`src/rtl/tod_pkg.sv`:
```
package tod_pkg;
  localparam int unsigned FIELDS = 4;
  localparam logic [1:0] A_TN = 2'd0;
  localparam logic [1:0] A_HR = 2'd3;

  typedef logic [FIELDS-1:0][7:0] tod_t;

  function automatic logic [7:0] field_mask(input int unsigned idx);
    case (idx)
      0:       return 8'h0F;
      3:       return 8'h9F;
      default: return 8'h7F;
    endcase
  endfunction

  // {carry, next}
  function automatic logic [8:0] bcd_step(input logic [7:0] v, input logic [7:0] last);
    if (v == last)          return 9'h100;
    else if (v[3:0] == 4'h9) return {1'b0, v[7:4] + 4'd1, 4'h0};
    else                    return {1'b0, v + 8'd1};
  endfunction
endpackage

```
`src/rtl/tod_prescale.sv`:
```
module tod_prescale #(
  parameter int unsigned TICKS_50 = 5,
  parameter int unsigned TICKS_60 = 6
) (
  input  logic clk,
  input  logic rst_n,
  input  logic tick,
  input  logic sel_60hz,
  input  logic clear,
  output logic step
);
  localparam int unsigned TMAX = (TICKS_60 > TICKS_50) ? TICKS_60 : TICKS_50;
  localparam int unsigned CW   = $clog2(TMAX + 1);

  logic [CW-1:0] cnt_q;
  logic [CW-1:0] last;

  assign last = sel_60hz ? CW'(TICKS_60 - 1) : CW'(TICKS_50 - 1);
  assign step = tick && !clear && (cnt_q == last);

  always_ff @(posedge clk) begin
    if (!rst_n || clear)    cnt_q <= '0;
    else if (tick)          cnt_q <= (cnt_q == last) ? '0 : cnt_q + 1'b1;
  end
endmodule

```
`src/rtl/tod_advance.sv`:
```
module tod_advance
  import tod_pkg::*;
(
  input  tod_t cur,
  output tod_t nxt
);
  logic [FIELDS-1:0] cy;
  assign cy[0] = 1'b1;

  genvar i;
  generate
    for (i = 0; i < 3; i++) begin : g_low
      localparam logic [7:0] LAST = (i == 0) ? 8'h09 : 8'h59;
      logic [8:0] s;
      assign s         = bcd_step(cur[i], LAST);
      assign nxt[i]    = cy[i] ? s[7:0] : cur[i];
      assign cy[i+1]   = cy[i] & s[8];
    end
  endgenerate

  logic [4:0] h;
  assign h = cur[3][4:0];

  always_comb begin
    nxt[3] = cur[3];
    if (cy[3]) begin
      if (h == 5'h12)      nxt[3][4:0] = 5'h01;
      else if (h == 5'h09) nxt[3][4:0] = 5'h10;
      else                 nxt[3][4:0] = h + 5'd1;
      if (h == 5'h11)      nxt[3][7]   = ~cur[3][7];
    end
  end
endmodule

```
`src/rtl/tod_rdlatch.sv`:
```
module tod_rdlatch
  import tod_pkg::*;
(
  input  logic       clk,
  input  logic       rst_n,
  input  logic       rd_en,
  input  logic [1:0] addr,
  input  tod_t       live,
  output logic [7:0] rdata,
  output logic       frozen
);
  tod_t snap_q;

  always_ff @(posedge clk) begin
    if (!rst_n) begin
      frozen <= 1'b0;
      snap_q <= '0;
    end else if (rd_en) begin
      if (addr == A_HR && !frozen) begin
        snap_q <= live;
        frozen <= 1'b1;
      end else if (addr == A_TN) begin
        frozen <= 1'b0;
      end
    end
  end

  assign rdata = frozen ? snap_q[addr] : live[addr];
endmodule

```
`src/rtl/tod_clock.sv`:
```
module tod_clock
  import tod_pkg::*;
#(
  parameter int unsigned TICKS_50 = 5,
  parameter int unsigned TICKS_60 = 6
) (
  input  logic       clk,
  input  logic       rst_n,
  input  logic       line_tick,
  input  logic       sel_60hz,
  input  logic       alarm_sel,
  input  logic       wr_en,
  input  logic       rd_en,
  input  logic [1:0] addr,
  input  logic [7:0] wdata,
  output logic [7:0] rdata,
  output logic       alarm_irq
);
  tod_t time_q, alarm_q, nxt;
  logic halted_q, step, frozen, wr_time, wr_alarm, pre_clear;

  assign wr_time   = wr_en && !alarm_sel;
  assign wr_alarm  = wr_en &&  alarm_sel;
  assign pre_clear = halted_q || (wr_time && (addr == A_TN || addr == A_HR));

  tod_prescale #(.TICKS_50(TICKS_50), .TICKS_60(TICKS_60)) u_pre (
    .clk(clk), .rst_n(rst_n), .tick(line_tick), .sel_60hz(sel_60hz),
    .clear(pre_clear), .step(step)
  );

  tod_advance u_adv (.cur(time_q), .nxt(nxt));

  tod_rdlatch u_rd (
    .clk(clk), .rst_n(rst_n), .rd_en(rd_en), .addr(addr),
    .live(time_q), .rdata(rdata), .frozen(frozen)
  );

  always_ff @(posedge clk) begin
    if (!rst_n) begin
      time_q    <= {8'h01, 8'h00, 8'h00, 8'h00};
      alarm_q   <= '0;
      halted_q  <= 1'b1;
      alarm_irq <= 1'b0;
    end else begin
      for (int i = 0; i < FIELDS; i++) begin
        if (wr_time && addr == 2'(i))       time_q[i]  <= wdata & field_mask(i);
        else if (step)                      time_q[i]  <= nxt[i];
        if (wr_alarm && addr == 2'(i))      alarm_q[i] <= wdata & field_mask(i);
      end
      if (wr_time && addr == A_HR)          halted_q <= 1'b1;
      else if (wr_time && addr == A_TN)     halted_q <= 1'b0;
      alarm_irq <= step && !wr_time && (nxt == alarm_q);
    end
  end
endmodule

```
`config.mk`:
```
export PLATFORM = sky130hd
export DESIGN_NAME = tod_clock
export DESIGN_NICKNAME = d
export VERILOG_FILES = /design/src/rtl/tod_pkg.sv /design/src/rtl/tod_prescale.sv /design/src/rtl/tod_advance.sv /design/src/rtl/tod_rdlatch.sv /design/src/rtl/tod_clock.sv
export SDC_FILE = /design/constraint.sdc
export NUM_CORES = 1
export LEC_CHECK = 0
export CORE_MARGIN = 2
export CORE_UTILIZATION = 61
export DETAILED_ROUTE_END_ITERATION = 8
export MAX_ROUTING_LAYER = met4
export PLACE_DENSITY = 0.8
export SYNTH_ARGS = -nofsm -noshare
export SYNTH_HDL_FRONTEND = slang
export SYNTH_SLANG_ARGS = --single-unit
export TNS_END_PERCENT = 30
```
`constraint.sdc`:
```
create_clock -name clk -period 3.9 [get_ports clk]
set_clock_uncertainty 0.1 [all_clocks]
set_input_delay 0.39 -clock clk [delete_from_list [all_inputs] [get_ports clk]]
set_output_delay 0.39 -clock clk [all_outputs]
set_load 0.01 [all_outputs]
```
**After elaboration in Yosys (flattened, before gate mapping)**

Cells that the tools add are included.
Widths: inputs -> output; s select.

- Add/subtract/negate cells: 8
- Order comparisons: 1
- Equal/unequal tests: 14
- Mux-type cells: 46
- Bitwise operators: 12
- Reductions and logical operators: 33

Operators with widths:

| kind | count |
|---|---|
| $mux 8 | 32 |
| $and 8x8->8 | 8 |
| $bmux 8 s2 | 2 |
| $eq 32x32->1 | 1 |
| $mux 9 | 3 |
| $add 8x1->8 const B | 3 |
| $eq 8x7->1 const B | 2 |
| $logic_and 1x1->1 | 16 |
| $mux 5 | 3 |
| $add 4x1->4 const B | 3 |
| $eq 4x4->1 const B | 3 |
| $eq 5x5->1 const B | 2 |
| $reduce_bool 2->1 | 5 |
| $eq 8x4->1 const B | 1 |
| $add 5x1->5 const B | 1 |
| $eq 5x4->1 const B | 1 |
| $logic_not 1->1 | 5 |
| $mux 1 | 5 |
| $eq 2x2->1 const B | 2 |
| $reduce_and 2->1 | 2 |
| $add 3x1->3 const B | 1 |
| $eq 3x3->1 | 1 |
| $logic_or 1x1->1 | 3 |
| $lt 2x3->1 const B | 1 |
| 6 further kinds | 8 |

- Register bits after elaboration: 102
- Output and inout bits: 9
- Word-level logic and storage cells: 131

**Logic depth before layout (Yosys ltp)**

Gate-level depths: netlist of the first run.

- Depth after elaboration: 9
- Depth in mapped cells: 12

**Hierarchy**

Synthesis of the first run repeated with hierarchy kept, for this count alone.

- Cells, all modules: 631
- Area total of the unflattened synthesis: 5941.9 sq um

Modules (own cells, without submodules):

| module | instances | cells each | area an instance (sq um) |
|---|---|---|---|
| tod_clock | 1 | 270 | 2815.2 |
| tod_rdlatch | 1 | 175 | 1780.5 |
| tod_advance | 1 | 166 | 1169.9 |
| tod_prescale | 1 | 20 | 176.4 |

**Least setup slack after synthesis of the first run**

OpenSTA, ideal clock, no wires.

- Path kind: input -> register
- Start point: input addr[0]
- End point: register time_q[20] (netlist name)
- Data arrival time: 2.961 ns
- Required time: 3.709 ns
- Setup slack: 0.748 ns
- Stages: 11
- Buffers on the path: 3
- Cell sequence: clkbuf_1 clkbuf_1 inv_1 ha_1 inv_1 a21oi_1 and3_1 clkbuf_1 nand2_2 or4_1 a311oi_1

- Word-level cells in the longest chain between the ends: 8

RTL lines:

| element | RTL line | source |
|---|---|---|
| start: declaration | tod_clock.sv:14 | `input logic [1:0] addr,` |
| $eq 2x2->1 / $logic_not 2->1 (equally long branches) | tod_clock.sv:24 | `assign pre_clear = halted_q \|\| (wr_time && (addr == A_TN \|\| addr == A_HR));` |
| $logic_or 1x1->1 | tod_clock.sv:24 |  |
| $logic_and 1x1->1 | tod_clock.sv:24 |  |
| $logic_or 1x1->1 | tod_clock.sv:24 |  |
| $logic_not 1->1 | tod_prescale.sv:19 | `assign step = tick && !clear && (cnt_q == last);` |
| $logic_and 1x1->1 (2 in a row) | tod_prescale.sv:19 |  |
| $reduce_bool 2->1 (no source line) | n/a |  |
| end signal: assignment | tod_clock.sv:40 | `time_q <= {8'h01, 8'h00, 8'h00, 8'h00};` |
| end signal: indexed assignment | tod_clock.sv:46 | `if (wr_time && addr == 2'(i)) time_q[i] <= wdata & field_mask(i);` |
| end signal: indexed assignment | tod_clock.sv:47 | `else if (step) time_q[i] <= nxt[i];` |
| end: declaration | tod_clock.sv:19 | `tod_t time_q, alarm_q, nxt;` |

Parallel ways exist; a longest one is shown, timed or not.
A chain may end at the register's enable or synchronous reset.

**Worst setup path after layout of the first run**

- Start point: register time_q[4] (netlist name)
- End point: register alarm_irq

- Word-level cells in the longest chain between the ends: 7

RTL lines:

| element | RTL line | source |
|---|---|---|
| parallel branches: the longest is 1 deep, another holds $add 8x1->8 | n/a |  |
| $mux 9 * | tod_pkg.sv:18 | `if (v == last) return 9'h100;` |
| $and 1x1->1 (2 in a row) | tod_advance.sv:17 | `assign cy[i+1] = cy[i] & s[8];` |
| $mux 5 / $mux 1 (equally long branches) | tod_advance.sv:26 | `if (cy[3]) begin` |
| $eq 32x32->1 * | tod_clock.sv:52 | `alarm_irq <= step && !wr_time && (nxt == alarm_q);` |
| $logic_and 1x1->1 * | tod_clock.sv:52 |  |
| end signal: assignment | tod_clock.sv:52 |  |
| end: declaration | tod_clock.sv:17 | `output logic alarm_irq` |

Mark *: on every way between the ends.

==> results of run 1 <==
==> critical path, cell delays in order, from the launching register on <==
cell and delay [ns]:
dfxtp_1 0.42, inv_1 0.12, ha_1 0.16, nor3b_1 0.45, nand4_1 0.52, a2111oi_0 0.74
mux2i_1 0.29, and3_1 0.18, nand4_1 0.10, nor4_2 0.26
==> how the worst min path moves through the flow <==
stage,endpoint,slack (ns),startpoint
after floorplan,u_rd.snap_q[6],0.33,u_rd.snap_q[6]
after global placement,u_rd.snap_q[6],0.34,u_rd.snap_q[6]
after detailed placement,u_rd.snap_q[16],0.35,u_rd.snap_q[16]
after CTS,u_rd.snap_q[16],0.36,u_rd.snap_q[16]
after global routing,u_rd.snap_q[14],0.38,u_rd.snap_q[14]
final,u_rd.snap_q[22],0.36,u_rd.snap_q[22]
==> logic make-up after synthesis <==
kind of cell             after synthesis
AND/OR/NAND/NOR                      291
buffers and inverters                 66
XOR/XNOR                              25
multiplexers                          61
adder cells (fa/ha/maj)               20
AO/OA/AOI/OAI                        144
flip-flops                            90
==> power by group through the flow <==
stage,clock [mW],sequential [mW],combinational (mW)
after detailed placement,0,0.984,0.208
after global placement,0,0.983,0.207
final,0.642,0.964,0.212
after floorplan,0,0.968,0.143
after global routing,0.680,0.967,0.228
after CTS,0.647,0.963,0.209
==> metrics by stage <==
step,power [mW],worst slack (ns)
6_report,1.82,0.468
5_1_grt,1.88,0.225
4_1_cts,1.82,0.535
3_5_place_dp,1.19,0.654
3_3_place_gp,1.19,0.740
2_1_floorplan,1.11,0.748
==> sequential cells by signal, indices dropped and copies added, names as in the netlist <==
name and flops:
halted_q 1, time_q 30, u_pre.cnt_q 3, u_rd.frozen 1, alarm_q 24, u_rd.snap_q 30
alarm_irq 1
==> placed cells by master (no fill, tap or decap), drive strengths merged, types with 4 or more instances in the layout <==
| master | Yosys | routed |
|---|---|---|
| nand2 | 119 | 119 |
| dfxtp | 90 | 90 |
| nor2 | 68 | 68 |
| a21oi | 61 | 61 |
| mux2i | 39 | 39 |
| o21ai | 31 | 31 |
| clkdlybuf4s50 | 0 | 25 |
| nand3 | 23 | 23 |
| ha | 20 | 20 |
| inv | 15 | 19 |
| buf | 8 | 17 |
| nor3 | 16 | 16 |
| xnor2 | 15 | 15 |
| mux4 | 14 | 14 |
| nand4 | 12 | 12 |
| a211oi | 12 | 12 |
| xor2 | 10 | 10 |
| clkbuf | 43 | 9 |
| mux2 | 8 | 8 |
| a311oi | 8 | 8 |
| nand3b | 6 | 6 |
| nand2b | 6 | 6 |
| nor4 | 6 | 6 |
| and3b | 5 | 5 |
| a31oi | 5 | 5 |
| and2 | 5 | 5 |
| nor3b | 4 | 4 |
| or4 | 4 | 4 |
| and3 | 4 | 4 |
==> area by class of cell <==
cell class	instances	area [µm²]	share of cell area [%]
Sequential cell	90	1800	29.5
Timing Repair Buffer	42	378	6.19
Tap cell	111	139	2.28
Clock inverter	7	60.1	0.984
Clock buffer	9	124	2.03
Multi-Input combinational cell	541	3550	58.1
Inverter	15	56.3	0.922
==> routing by layer <==
metal	vias up	routed length, µm
li1	2492	-
met1	2474	6950
met2	236	7800
met3	35	1300
met4	0	478
met5	-	0
==> impl_results.md, run 1 <==
- Ys Warns: 0
- Fill cells: approximately 800
- CP Capture Type: flip-flop
- Initial antenna violation count: 0
- Buffers on Ports: 25
- GRT Max-Usage Layer: met2
- Share of cells above drive strength 1: about a tenth
- Mapped Nets: around 730
- Core ar.: approximately 0.0091 mm²
- Drt drc: 0
- Share of the synthesized area in the top cell type: 32.0%
- Simple-gate share of the synthesized area: approximately a quarter
- Met2 GRT Util: a little under three fifths
- Layout Nets: about 740
- Fin util: between 60% and 70%
- Worst-path fanout max: 11
- R2r startpoint: time_q[4]
- Element type at the critical path start: flip-flop
- Non-Filler Instances: 815
- Final Wtd Congestion: between 0.9 and 1
- Area Growth Syn to Fin: 8.59%
- Largest family of logic cells by synthesized area: simple AND/OR/NAND/NOR gates
- Clk sink count: 90
- EDFF count, synth: 0
- Post-Synthesis Cells: 697
- # setup viols final: 0
- Most frequent cell after synthesis: nand2_1
- Switching Fraction: a little under a third
- Compound-Gate Fraction of Synth Area: between 10% and 20%
- Tightest hold margin: between 0.3 and 0.4 ns
- Number of vias per cell: 6.43
- Vias: approximately 5,200
- Total GRT Usage: about a third
- Register area share after synthesis: around a third
- Clock root cell: clkbuf_8
- GR Util met3: between 6 and 7%
- Pin count of the biggest net entering global routing: between 70 and 80
- Routed Antenna Nets: 0
- Max-cap check violation count: 0
- Post-synthesis mux area share: 14.2%
- R2R Path End: alarm_irq
- Setup Fix Bufs, Post-CTS: 0
- Hold path cells: 2
- Pins Over Slew Limit: 0
- Met1 Use GR: 45.9%
- Worst min path class: flip-flop to flip-flop
- Final Cycle Share: a little under 90%
- Crit path capture: alarm_irq
- Detailed placement HPWL: around 12 mm
- Cell variety after synth: between 60 and 70
- Outcome: complete, no violations
- H-tree Lvls: 3
- Worst-margin pin slew: slightly above 0.8 ns
- Yosys top cell by area: dfxtp_1
- Critical Path Start: time_q[4]
- Synth Register Bits: 90
- CP Data Arrival Time: around 3.6 ns
- FMAX: approximately 300 MHz
- Post-synthesis xor/xnor area fraction: around 4%
- GR Overflow Total: 0
- Initial DRC count: just under 400
- Pint: 1.27 mW
- Ys flop type: dfxtp_1
- NetSw: ~550 µW
- Power Dens Cells: about 300 mW/mm²
- Setup TNS: 0 ns
- VDD IR-drop max: between 150 and 200 µV
- Gate power share: a little under an eighth
- Max transition margin: approximately 46%
- Ys async rst share: 0%
- Clk pwr share: a little over a third
- Finished Cell Area: between 0.006 and 0.007 mm²
- First-pass GRT wire length: between 20 and 30 mm
- Routed Wire Length: 16.5 mm
- Leakage power: 2.27 nW
- Setup slack, reg-to-reg: 0.47 ns
- Placed Area: around 0.0059 mm²
- Reg power frac: 53.0%
- Unrepaired setup endpoints after global routing: false
- Post-CTS Hold Buffers: 0
- Row cnt: 35
- CTS tree: done
- Die height: 100 µm
- Post-cts sizing count: 0
- WL/cell: 20.3 µm
- Worst Reg-to-Reg Cells: 9
- DP Cell Count: approximately 800
- Fin. Hold Viols: 0
- Synth Area in Adders: under 10%
- Clk_lat worst skew: between 0.3 and 0.4 ns
- Data required, critical path: ~4.1 ns
- IO Count: 26
- Synth top area cells: dfxtp_1, nand2_1, mux2i_1
- Starting Density: 61.7%
- Inserted Clock Buffers: 9
- Total die area: about 0.010 mm²
- Clock Tree Buf Depth: 2
- Die width: roughly 100 µm
- Inserted Diodes: 0
- Syn_area_per_cell: about 8 µm²
- Vias in the first global route: ~4,800
- Top cells by count, synth: nand2_1, dfxtp_1, nor2_1, a21oi_1, clkbuf_1
- Reg clk slew, reported paths: around 0.11 ns
- Synth Cell Area: 0.00562 mm²
- TritonRoute pass-1 iters: 5
- Fin crit period: 3.43 ns
- Crit Path Category: flip-flop to flip-flop
Note: power is estimated with default switching activity, not from simulation.
==> run 2, diff against run 1 <==
Settings changed: CAP_MARGIN set to 20, CORE_UTILIZATION 61 to 66, PLACE_DENSITY 0.8 to 0.86.
Clock period 3.9 ns to 4.1 ns, I/O delays scaled along.
==> run 2 against run 1 <==
- wire length fell by 4.2%
- register-to-register slack improved by 0.24 ns
- non-clock buffer count down 9
- sequential share of layout area is 0.36 points higher
- hold slack got worse by 0.0051 ns
- sequential power shrank 4.6%
- count of clock-buffer cells in the layout grew 1
- power is 6.2% lower
- combinational power fell by 8%
- core utilization rose by 6.4 points
- first-iteration DRC count shrank 6.6%
- critical path type unchanged
==> impl_results.md, run 2 (same netlist as run 1, synthesis figures left out) <==
- Outcome: complete, no violations
- Post-cts sizing count: 0
- Clock Tree Buf Depth: 2
- Element type at the critical path start: flip-flop
- VDD IR-drop max: roughly 180 µV
- Switching Fraction: 28.8%
- Reg clk slew, reported paths: roughly 0.1 ns
- Routed Antenna Nets: 0
- Detailed placement HPWL: between 10 and 15 mm
- Total die area: about 0.0093 mm²
- Max transition margin: a little under half
- Setup TNS: 0 ns
- Clk pwr share: between 30% and 40%
- Worst-margin pin slew: 0.817 ns
- Fin crit period: 3.40 ns
- Reg power frac: a little over half
- H-tree Lvls: 3
- Die height: roughly 96 µm
- NetSw: approximately 490 µW
- CTS tree: done
- Row cnt: 33
- FMAX: 294 MHz
- Data required, critical path: between 4 and 5 ns
- Final Cycle Share: slightly above 80%
- WL/cell: 19.8 µm
- Buffers on Ports: 25
- Starting Density: between 60% and 70%
- Vias: approximately 5,200
- Routed Wire Length: ~16 mm
- CP Capture Type: flip-flop
- Layout Nets: between 700 and 800
- Total GRT Usage: a little under two fifths
- Setup Fix Bufs, Post-CTS: 0
- Biggest regs: time_q (30), u_rd.snap_q (30), alarm_q (24)
- Area Growth Syn to Fin: 7.28%
- Fin. Hold Viols: 0
- Pins Over Slew Limit: 0
- First-pass GRT wire length: 24.8 mm
- Post-CTS Hold Buffers: 0
- # setup viols final: 0
- Unrepaired setup endpoints after global routing: false
- Clk_lat worst skew: 0.38 ns
- Clk sink count: 90
- Leakage power: roughly 2.2 nW
- Inserted Diodes: 0
- Power Dens Cells: around 280 mW/mm²
- GR Overflow Total: 0
- Worst min path class: flip-flop to flip-flop
- Initial DRC count: 366
- R2R Path End: alarm_irq
- Clock root cell: clkbuf_8
- Hold path cells: 2
- Pint: 1.21 mW
- Hold path start: u_rd.snap_q[23]
- CP Data Arrival Time: 3.59 ns
- Die width: roughly 96 µm
- Share of cells above drive strength 1: a little over 8%
- Core ar.: 0.00822 mm²
- Final Wtd Congestion: approximately 1.0
- R2r startpoint: time_q[0]
- Most frequent cells in the layout: nand2_1, dfxtp_1, nor2_1, a21oi_1, mux2i_1
- Max-cap check violation count: 0
- Gate power share: a little under an eighth
- Fin util: about three quarters
- Setup slack, reg-to-reg: 0.70 ns
- Drt drc: 0
- Worst-path fanout max: 11
- WHS Endpoint: u_rd.snap_q[23]
- Pin count of the biggest net entering global routing: 44
- IO Count: 26
- Number of vias per cell: between 6 and 7
- TritonRoute pass-1 iters: 7
- Initial antenna violation count: 0
- Most common cell after layout, fill and taps aside: nand2_1
- Inserted Clock Buffers: 9
- Crit Path Category: flip-flop to flip-flop
- Worst Reg-to-Reg Cells: 8
- Vias in the first global route: 4,858
-- run 2: cell types whose count changed in the layout (fill, tap and decap cells not counted), sizes merged --
cell	change
buf	-9
clkinv	+2
inv	-2
clkbuf	+1
clkinvlp	-1
-- run 2: power groups by stage --
stage | combinational [mW] | clock (mW) | sequential [mW]
after global routing | 0.211 | 0.626 | 0.923
final | 0.195 | 0.590 | 0.920
after CTS | 0.191 | 0.593 | 0.919
after floorplan | 0.136 | 0 | 0.921
after global placement | 0.187 | 0 | 0.938
after detailed placement | 0.190 | 0 | 0.939
-- run 2: through the flow --
stage	setup slack [ns]	power [mW]	std cells	instance area (µm²)	hold WS, ns
2_1_floorplan	0.928	1.06	697	5620	0.332
3_3_place_gp	0.904	1.12	784	5850	0.339
3_5_place_dp	0.818	1.13	784	5850	0.347
4_1_cts	0.769	1.70	800	6030	0.361
5_1_grt	0.453	1.76	800	6030	0.377
6_report	0.703	1.71	800	6030	0.358
-- run 2: area by class of cell --
type | instances | area [µm²]
clock buffer | 10 | 138
tap | 105 | 131
clock inverter | 6 | 47.5
sequential | 90 | 1800
fill | 650 | 2190
inverter | 15 | 56.3
timing repair buffer | 33 | 310
multi-input combinational | 541 | 3550
-- run 2: how the worst max path moves through the flow --
stage,start,to,cells after the start
final,time_q[0],alarm_irq,8
after global routing,time_q[0],alarm_irq,8
after global placement,time_q[0],alarm_irq,8
after floorplan,addr[0],time_q[20],11
after CTS,time_q[0],alarm_irq,8
after detailed placement,time_q[0],alarm_irq,8
-- run 2: routing by layer --
layer	vias up	track usage (%)	wire length, µm
met3	48	6.42	1290
met2	261	58.3	7480
met1	2453	46.3	6520
met5	-	-	0
li1	2474	-	-
met4	0	15.7	545
-- run 2: critical path, cell delays in order (launching register included) --
cell and delay, ns:
dfxtp_1 0.54, ha_1 0.33, and3b_1 0.40, nand4_1 0.48, a2111oi_0 0.64, mux2i_1 0.31
and3_1 0.18, nand4_1 0.09, nor4_2 0.25
==> run 3, diff against run 2 <==
Settings changed: CORE_UTILIZATION 66 to 55, PLACE_DENSITY 0.86 to 0.77.
Clock period 4.1 ns to 2.9 ns, I/O delays scaled along.
==> run 3 against run 2 <==
- combinational power grew 61%
- design area grew 7.1%
- clock power rose by 58%
- hold slack got worse by 0.00050 ns
- global-route usage shrank 5.2 points
- wire length increased by 6.3%
- largest power group unchanged
- highest routed layer unchanged
==> impl_results.md, run 3 (same netlist as run 1, synthesis figures left out) <==
- Pin count of the biggest net entering global routing: 40
- Routed Wire Length: between 15 and 20 mm
- Max transition margin: between 60 and 70%
- Finished Cell Area: 0.00646 mm²
- CP Data Arrival Time: between 2 and 3 ns
- Detailed placement HPWL: 12.4 mm
- Hold path start: u_rd.snap_q[16]
- Core ar.: around 0.01 mm²
- IO Count: 26
- Starting Density: a little under three fifths
- Inserted Diodes: 0
- Drt drc: 0
- WL/cell: around 19 µm
- Setup ws final: around 0.16 ns
- Setup slack, reg-to-reg: between 0.15 and 0.2 ns
- Die height: 105 µm
- Clock Tree Buf Depth: 2
- Most frequent cells in the layout: nand2_1, dfxtp_1, nor2_1, a21oi_1, buf_4
- CTS tree: done
- Final Wtd Congestion: ~1.1
- Final Cycle Share: a little over nine tenths
- Initial antenna violation count: 0
- Worst-margin pin slew: between 0.5 and 0.6 ns
- Multi-input logic area: ~0.0036 mm²
- Total GRT Usage: between 30% and 40%
- Post-place setup slack: approximately 0.081 ns
- FMAX: 365 MHz
- Unrepaired setup endpoints after global routing: false
- # setup viols final: 0
- Clk sink count: 90
- R2r startpoint: time_q[4]
- Area Growth Syn to Fin: 14.8%
- Element type at the critical path start: flip-flop
- Fill cells: between 800 and 900
- R2R Path End: alarm_irq
- H-tree Lvls: 3
- Fin. Hold Viols: 0
- Worst min path class: flip-flop to flip-flop
- Buffers on Ports: 25
- CP Capture Type: flip-flop
- Share of cells above drive strength 1: between 10% and 20%
- Most common cell after layout, fill and taps aside: nand2_1
- DP Cell Count: roughly 860
- Leakage power: 2.46 nW
- First-pass GRT wire length: about 26 mm
- Pins Over Slew Limit: 0
- Tightest hold margin: 0.357 ns
- Row cnt: 36
- Die width: between 100 and 150 µm
- Reg clk slew, reported paths: ~0.09 ns
- Hold path cells: 2
- Worst-path fanout max: 8
- Crit Path Category: flip-flop to flip-flop
- Placed Area: 0.00621 mm²
- Vias: 5,417
- Max-cap check violation count: 0
- Initial DRC count: 390
- Reg area: around 0.0018 mm²
- GR Overflow Total: 0
- Clk_lat worst skew: between 0.3 and 0.4 ns
- Worst Reg-to-Reg Cells: 10
- Fin crit period: approximately 2.7 ns
- Routed Antenna Nets: 0
- Vias in the first global route: 5,013
- Outcome: complete, no violations
- Inserted Clock Buffers: 9
- Setup TNS: 0 ns
- Number of vias per cell: 6.21
- Data required, critical path: between 3 and 4 ns
- TritonRoute pass-1 iters: 7
- Clock root cell: clkbuf_8
- Total die area: 0.0110 mm²
- Non-Filler Instances: 873
- WHS Endpoint: u_rd.snap_q[16]
- Biggest regs: time_q (30), u_rd.snap_q (30), alarm_q (24)
- Layout Nets: slightly below 800
- VDD IR-drop max: 216 µV
- Power Dens Cells: slightly below 400 mW/mm²
## run 3: cell count changes in the layout (fill, tap and decap cells not counted), sizes merged
cell / previous run / this run
buf: 8 / 53
bufinv: 0 / 1
clkinv: 3 / 0
inv: 17 / 16
clkbuf: 10 / 11
clkinvlp: 1 / 3
## run 3: critical path: stages (launching register included)
cell and delay [ns]:
dfxtp_1 0.32, inv_1 0.08, ha_1 0.16, nor3b_2 0.25, nand4_1 0.27, buf_4 0.26
nor4_1 0.39, o22ai_1 0.18, a211oi_1 0.35, nand4_1 0.15, nor4_2 0.14
## run 3: layout make-up
class	instances	share of cell area (%)
clock buffer	11	2.34
sequential	90	27.9
clock inverter	5	0.950
inverter	15	0.872
timing repair buffer	78	10.0
tap	133	2.58
multi-input combinational	541	55.3
## run 3: worst max-delay path by stage
stage                    start    endpoint  slack [ns]
finish               time_q[4]   alarm_irq        0.16
CTS                  time_q[4]   alarm_irq       0.002
global route        time_q[24]   alarm_irq        0.02
detailed placement   time_q[4]   alarm_irq        0.08
floorplan              addr[0]  time_q[20]        0.07
global placement     time_q[4]   alarm_irq        0.14
## run 3: per-layer routing
metal	track usage (%)	vias up	share of wire, %
li1	-	2562	-
met5	-	-	0
met4	12.6	0	3.7
met1	39.5	2569	41
met2	50.9	235	47
met3	5.43	51	7.9
## run 3: stage by stage
stage | utilization [%] | total power, mW
final | 65.4 | 2.53
after global routing | 65.4 | 2.62
after CTS | 65.1 | 2.53
after detailed placement | 63.0 | 1.62
after global placement | 63.0 | 1.62
after floorplan | - | 1.49
## run 3: power by group
part | internal [mW] | leakage (nW) | switching (mW)
Sequential | 1.26 | 0.728 | 0.0280
Combinational | 0.134 | 1.64 | 0.180
Clock | 0.448 | 0.0982 | 0.486
## run 3: what timing repair did
action | in CTS | in global routing
setup endpoints to repair | 0 | 1
hold endpoints to repair | 0 | 0
buffers inserted | 0 | 1
gates resized for setup | 0 | 6
hold buffers | 0 | 0
